==> config.mk <==
export PLATFORM = sky130hd
export DESIGN_NAME = wdtCtrlReg
export DESIGN_NICKNAME = d
export VERILOG_FILES = /design/src/rtl/wdt_ctrl_pkg.sv /design/src/rtl/wdtGuard.sv /design/src/rtl/wdtFields.sv /design/src/rtl/wdtCtrlReg.sv
export SDC_FILE = /design/constraint.sdc
export NUM_CORES = 1
export LEC_CHECK = 0
export BUFFER_PORTS_ARGS = -buffer_cell sky130_fd_sc_hd__buf_2
export CAP_MARGIN = 10
export CORE_AREA = 2 2 39 41
export DETAILED_ROUTE_END_ITERATION = 6
export DIE_AREA = 0 0 41 43
export PLACE_DENSITY = 0.66
export SLEW_MARGIN = 30
export SYNTH_ARGS = -nofsm -noshare
export SYNTH_HDL_FRONTEND = slang
export SYNTH_SLANG_ARGS = --single-unit
==> constraint.sdc <==
create_clock -name clk -period 1.4 [get_ports clk]
set_input_delay 0 -clock clk [delete_from_list [all_inputs] [get_ports clk]]
set_output_delay 0 -clock clk [all_outputs]
set_load 0.02 [all_outputs]
==> src/rtl/wdt_ctrl_pkg.sv <==
package wdt_ctrl_pkg;
  localparam int unsigned UnlockBit  = 4;
  localparam int unsigned RunBit     = 3;
  localparam int unsigned PrescaleW  = 3;
  localparam int unsigned RegW       = 8;

  typedef struct packed {
    logic setEnable;
    logic clearEnable;
    logic loadPrescale;
  } wdtStrobe_t;
endpackage

==> src/rtl/wdtGuard.sv <==
module wdtGuard
  import wdt_ctrl_pkg::*;
#(
  parameter int unsigned WINDOW_CYCLES = 4
) (
  input  logic             clk,
  input  logic             rstN,
  input  logic             wrEn,
  input  logic [RegW-1:0]  wrData,
  input  logic [1:0]       safetyLevel,
  output wdtStrobe_t       strobe,
  output logic             changeOpen
);
  localparam int unsigned CntW = $clog2(WINDOW_CYCLES + 1);
  localparam logic [CntW-1:0] WinLoad = CntW'(WINDOW_CYCLES);

  logic [CntW-1:0] winCnt;
  logic            armWrite;

  assign armWrite   = wrEn && wrData[UnlockBit];
  assign changeOpen = (winCnt != '0);

  always_ff @(posedge clk) begin
    if (!rstN)              winCnt <= '0;
    else if (armWrite)      winCnt <= WinLoad;
    else if (changeOpen)    winCnt <= winCnt - 1'b1;
  end

  always_comb begin
    strobe.setEnable    = wrEn && wrData[RunBit];
    strobe.clearEnable  = wrEn && !wrData[RunBit] && changeOpen;
    strobe.loadPrescale = wrEn && ((safetyLevel == 2'd0) || changeOpen);
  end

  AST_WINDOW_RESTART: assert property (@(posedge clk) disable iff (!rstN)
    armWrite |=> (winCnt == WinLoad));
  AST_WINDOW_DRAIN: assert property (@(posedge clk) disable iff (!rstN)
    (!armWrite && changeOpen) |=> (winCnt == $past(winCnt) - 1'b1));
  AST_WINDOW_BOUND: assert property (@(posedge clk) disable iff (!rstN)
    winCnt <= WinLoad);
endmodule

==> src/rtl/wdtFields.sv <==
module wdtFields
  import wdt_ctrl_pkg::*;
(
  input  logic                 clk,
  input  logic                 rstN,
  input  wdtStrobe_t           strobe,
  input  logic [PrescaleW-1:0] newPrescale,
  output logic                 enable,
  output logic [PrescaleW-1:0] prescale
);
  always_ff @(posedge clk) begin
    if (!rstN) begin
      enable   <= 1'b0;
      prescale <= '0;
    end else begin
      if (strobe.setEnable)        enable <= 1'b1;
      else if (strobe.clearEnable) enable <= 1'b0;
      if (strobe.loadPrescale)     prescale <= newPrescale;
    end
  end

  AST_ENABLE_SET: assert property (@(posedge clk) disable iff (!rstN)
    strobe.setEnable |=> enable);
  AST_ENABLE_STICKY: assert property (@(posedge clk) disable iff (!rstN)
    (enable && !strobe.clearEnable) |=> enable);
  AST_PRESCALE_HOLD: assert property (@(posedge clk) disable iff (!rstN)
    !strobe.loadPrescale |=> $stable(prescale));
  AST_PRESCALE_LOAD: assert property (@(posedge clk) disable iff (!rstN)
    strobe.loadPrescale |=> (prescale == $past(newPrescale)));
endmodule

==> src/rtl/wdtCtrlReg.sv <==
module wdtCtrlReg
  import wdt_ctrl_pkg::*;
#(
  parameter int unsigned WINDOW_CYCLES = 4
) (
  input  logic       clk,
  input  logic       rstN,
  input  logic       wrEn,
  input  logic [7:0] wrData,
  output logic [7:0] rdData,
  input  logic [1:0] safetyLevel,
  output logic       wdEnable,
  output logic [2:0] wdPrescale
);
  wdtStrobe_t strobe;
  logic       changeOpen;

  wdtGuard #(.WINDOW_CYCLES(WINDOW_CYCLES)) i_guard (
    .clk         (clk),
    .rstN        (rstN),
    .wrEn        (wrEn),
    .wrData      (wrData),
    .safetyLevel (safetyLevel),
    .strobe      (strobe),
    .changeOpen  (changeOpen)
  );

  wdtFields i_fields (
    .clk         (clk),
    .rstN        (rstN),
    .strobe      (strobe),
    .newPrescale (wrData[PrescaleW-1:0]),
    .enable      (wdEnable),
    .prescale    (wdPrescale)
  );

  assign rdData = {3'b000, changeOpen, wdEnable, wdPrescale};
endmodule

==> results of run 1 <==
-- what timing repair did --
item	CTS	global route
hold buffers	1	0
endpoints found under the hold margin	1	0
resized for setup	0	0
setup endpoints to repair	0	0
-- where the power goes --
| part | switching [mW] | internal (mW) |
|---|---|---|
| registers | 0.0304 | 0.254 |
| logic | 0.248 | 0.191 |
| clock network | 0.0683 | 0.108 |
-- stage by stage --
step | utilization | hold slack (ns)
floorplan | - | 0.142
global placement | 0.329 | 0.254
detailed placement | 0.329 | 0.260
CTS | 0.355 | 0.00205
global route | 0.355 | 0.0176
finish | 0.355 | 0.00698
-- Yosys cell counts, drive strengths merged, types with 2 or more instances --
| cell type | number | area (um2) |
|---|---|---|
| dfxtp | 7 | 140 |
| ha | 2 | 25.0 |
| a21boi | 2 | 15.0 |
| buf | 9 | 71.3 |
| o21a | 2 | 22.5 |
| nand2 | 8 | 30.0 |
| nor2 | 3 | 11.3 |
| mux2i | 3 | 30.0 |
| inv | 3 | 11.3 |
-- flip-flops by register name (all words and copies together), names as in the netlist --
| register | cells |
|---|---|
| i_guard.winCnt | 3 |
| i_fields.prescale | 3 |
| i_fields.enable | 1 |
-- area by class of cell --
| class | instances | area, um2 | share of cell area |
|---|---|---|---|
| Inverter | 3 | 11.3 | 0.0229 |
| Multi-Input combinational cell | 29 | 194 | 0.394 |
| Timing Repair Buffer | 19 | 100 | 0.204 |
| Clock buffer | 4 | 26.3 | 0.0534 |
| Sequential cell | 7 | 140 | 0.285 |
| Tap cell | 16 | 20.0 | 0.0407 |
-- critical path, cell delays in order, from the launching register on --
cell and delay [ns]:
dfxtp_1 0.33, inv_1 0.06, ha_1 0.24, nand2b_4 0.12, buf_2 0.17
-- cells by family (layout without fill, tap and decap cells) --
family / after synthesis / after routing / synth area share
simple gates: 14 / 14 / 0.167
buf+inv: 13 / 26 / 0.209
flops: 7 / 7 / 0.339
compound gates: 6 / 6 / 0.121
mux: 3 / 3 / 0.0727
fa+ha+maj: 2 / 2 / 0.0606
other cells: 1 / 3 / 0.00908
xor+xnor: 1 / 1 / 0.0212
-- cells in the final DEF, fill, tap and decap left out, drive strengths merged --
cell type     n
o21a          2
clkbuf        4
inv           3
a21boi        2
ha            2
mux2i         3
dfxtp         7
a21oi         1
dlygate4sd3   1
buf          18
conb          3
nor3b         1
xnor2         1
nand2         8
nor2          3
a211oi        1
and2          1
nand2b        1
-- layer usage --
layer / share of wire / vias to the layer above
met2: 0.45 / 17
li1: - / 169
met1: 0.44 / 136
met3: 0.11 / 0
met4: 0 / 0
met5: 0 / -
-- path summary, 6_finish.rpt --
kind | start | endpoint | slack [ns] | cells past startpoint
min reg2reg | i_fields.prescale[2] | i_fields.prescale[2] | 0.47 | 2
max reg2reg | i_guard.winCnt[0] | i_fields.prescale[1] | 0.24 | 5
max | i_guard.winCnt[0] | rdData[4] | 0.23 | 4
min | wrData[1] | i_fields.prescale[1] | 0.007 | 3
==> flow_metrics.tcl, run 1 <==
set metrics [dict create \
    status "completed" \
    overflow 0 \
    finClkSkew_ns 0.00493 \
    grtUsageTotal 0.0996 \
    rows 14 \
    dp_cells 73 \
    portBuffers 18 \
    wl_per_cell_um 7.90 \
    insertion_delay_ns 0.24 \
    async_flop_share 0 \
    syn_area_um2 413 \
    drcViolationCount 0 \
    dp_hpwl_um 486 \
    p_leak_nw 0.252 \
    cp_max_fo 6 \
    postSynthCellCount 47 \
    grt_max_degree 10 \
    clockBufferDepth 2 \
    syn2layout_area_growth_pct 19.1 \
    design_area_um2 492 \
    fin_nets 78 \
    top_usage_layer "met2" \
    initial_core_util 0.298 \
    synth_flop_cell "dfxtp_1" \
    yosysWarnings 0 \
    powerDensity_nw_per_um2 1830 \
    drive_gt1_frac 0.371 \
    post-place-ws_ns 0.226 \
    h-tree-depth 1 \
    grt_pass1_wl_um 1150 \
    layout.cells.non_filler 78 \
    finalWorstSetupSlack_ns 0.234 \
    place_congestion 0.710 \
    dieArea_um2 1760 \
    path_class "register to output pin" \
    synth_area_per_cell_um2 8.79 \
    first_global_vias 287 \
    drv_cap 0 \
    synth.distinct_cells 20 \
    fmax_ghz 0.858 \
    fillCellCount 154 \
    via_per_inst 4.13 \
    tritoncts "done" \
    grt.met3_usage 0.0524 \
    post-route-min-period_ns 1.17 \
    ir_drop_uv 653 \
    cp.required_ns 1.40 \
    antenna_found_initial 0 \
    cts_root_buf "clkbuf_4" \
    coreArea_um2 1380 \
    grt_util_met2 0.128 \
    cts_buffers 3 \
    die_y_um 43 \
    ant_nets 0 \
    rsz0062_at_grt "false" \
    holdCritPathClass "input pin to register" \
    clkTransAtPathRegs_ns 0.05 \
    arrival_ns 1.17 \
    start_kind "register" \
    hold_viol_final 0 \
    antenna_cells 0 \
    seq_area_frac_synth 0.339 \
    cts.sinks 7 \
    die_w_um 41 \
    min_period_over_period 0.833 \
    drt_wl_total_um 616 \
    end_kind "output pin" \
    synth_edf_count 0 \
    ys_seq_elements 7 \
    top_level_ports 25 \
    placed_cell_area_um2 455 \
    first_pass_iters 2 \
    finalPower_uw 899 \
    setup_viol 0 \
    met1_usage 0.117 \
    first_iter_violations 6 \
    vias 322 \
    setup-tns-final_ns 0 \
    post-cts-setup-buffers 0 \
    drv_slew 0 \
]
Power figures use the tool's default switching activity.
==> run 2, diff against run 1 <==
Clock period 1.4 ns to 1.1 ns, I/O delays scaled along.
==> flow_metrics.tcl, run 2 (same netlist as run 1, synthesis figures left out) <==
set metrics [dict create \
    post-place-ws_ns 0.0234 \
    clockBufferDepth 2 \
    first_iter_violations 1 \
    tritoncts "done" \
    ir_drop_uv 1130 \
    p_int_uw 783 \
    cts_buffers 3 \
    cts_root_buf "clkbuf_4" \
    overflow 0 \
    grt.met3_usage 0.0157 \
    antenna_found_initial 0 \
    fin_nets 79 \
    end_kind "register" \
    die_w_um 41 \
    place_congestion 0.623 \
    drive_gt1_frac 0.476 \
    finalWorstSetupSlack_ns 0.0343 \
    p_leak_nw 0.262 \
    insertion_delay_ns 0.25 \
    holdCritPathClass "input pin to register" \
    crit_end "i_fields.prescale[0]" \
    powerDensity_nw_per_um2 2450 \
    drt_wl_total_um 694 \
    arrival_ns 1.20 \
    die_y_um 43 \
    wl_per_cell_um 8.78 \
    pwr-share-comb 0.523 \
    drv_slew 0 \
    layout.cells.non_filler 79 \
    power.switching_uw 487 \
    clkTransAtPathRegs_ns 0.06 \
    finClkSkew_ns 0.00264 \
    hold_ws_ns 0.00208 \
    hold_viol_final 0 \
    layout_common_cells "buf_2 (17), nand2_1 (8), dfxtp_1 (5)" \
    initial_core_util 0.298 \
    first_pass_iters 2 \
    status "completed" \
    top_usage_layer "met2" \
    clkPwrFrac 0.184 \
    first_global_vias 295 \
    dp_hpwl_um 551 \
    met1_usage 0.109 \
    via_per_inst 4.03 \
    worstRegToRegCells 5 \
    p_seq_frac 0.293 \
    grt_pass1_wl_um 1090 \
    rsz0062_at_grt "true" \
    grt_util_met2 0.138 \
    setup-tns-final_ns 0 \
    layout_commonest_cell "buf_2" \
    switching_share 0.384 \
    cp_max_fo 6 \
    post-route-min-period_ns 1.07 \
    syn2layout_area_growth_pct 25.5 \
    fmax_ghz 0.938 \
    setup_viol 0 \
    grt_max_degree 10 \
    drcViolationCount 0 \
    h-tree-depth 1 \
    r2r-end "i_fields.prescale[0]" \
    start_kind "register" \
    cp-startpoint "i_guard.winCnt[0]" \
    crit-reg2reg-launch "i_guard.winCnt[0]" \
    rows 14 \
    coreArea_um2 1380 \
    top_regs "i_fields.prescale: 3 flops, i_guard.winCnt: 3 flops, i_fields.enable: 1 flops" \
    cp.required_ns 1.24 \
    dp_cells 73 \
    r2r_setup_slack_ns 0.03 \
    whs_path_depth 3 \
    cts.sinks 7 \
    dieArea_um2 1760 \
    antenna_cells 0 \
    portBuffers 18 \
    drv_cap 0 \
    path_class "register to register" \
    ant_nets 0 \
    top_level_ports 25 \
    vias 318 \
    min_period_over_period 0.969 \
    grtUsageTotal 0.0900 \
    fillCellCount 150 \
]
==> run 2: cell types whose count changed in the layout (fill, tap and decap cells not counted), sizes merged <==
cell,before,now
buf,18,19
clkbuf,4,3
clkinv,0,1
==> run 2: power by group through the flow <==
stage                     sequential (mW)  clock, mW  combinational, mW
final                               0.372      0.234              0.665
after global routing                0.383      0.259              0.734
after CTS                           0.366      0.240              0.634
after detailed placement            0.371          0              0.617
after global placement              0.369          0              0.597
after floorplan                     0.398          0              0.576
==> run 2: timing repair <==
action                                  CTS  global route
hold buffers                              1             0
hold endpoints to repair                  1             0
buffers inserted                          0             1
resized for setup                         1             2
endpoints found under the setup margin    1             5
==> run 2: worst max-delay path: stages, from the launching register on <==
cell and delay [ns]:
dfxtp_2 0.33, inv_2 0.07, ha_4 0.14, nand2b_4 0.07, o21a_4 0.22, mux2i_1 0.11
==> run 2: layout make-up <==
type / count / area (um2) / share of cell area
well taps: 16 / 20.0 / 0.0386
multi-input cells: 29 / 206 / 0.399
repair buffers: 20 / 110 / 0.213
clock inverters: 1 / 5.00 / 0.00966
flip-flops and latches: 7 / 143 / 0.275
inverters: 3 / 11.3 / 0.0217
clock buffers: 3 / 22.5 / 0.0435
==> run 2: per-layer routing <==
| layer | share of wire | up-vias |
|---|---|---|
| met3 | 0.071 | 2 |
| met4 | 0.0058 | 0 |
| met1 | 0.38 | 140 |
| met2 | 0.54 | 9 |
| li1 | - | 167 |
| met5 | 0 | - |
==> run 2: worst min-delay path by stage <==
stage	startpoint	to	slack, ns
after global placement	wrData[1]	i_fields.prescale[1]	0.25
after detailed placement	wrData[1]	i_fields.prescale[1]	0.26
after CTS	wrData[0]	i_fields.prescale[0]	0.001
after floorplan	wrData[0]	i_fields.prescale[0]	0.14
after global routing	wrData[0]	i_fields.prescale[0]	0.02
final	wrData[2]	i_fields.prescale[2]	0.002
==> run 2: metrics by stage <==
| step | area, um2 | power (mW) | utilization |
|---|---|---|---|
| 6_report | 518 | 1.27 | 0.374 |
| 5_1_grt | 518 | 1.38 | 0.374 |
| 3_3_place_gp | 468 | 0.966 | 0.338 |
| 2_1_floorplan | 433 | 0.974 | - |
| 3_5_place_dp | 468 | 0.989 | 0.338 |
| 4_1_cts | 508 | 1.24 | 0.367 |
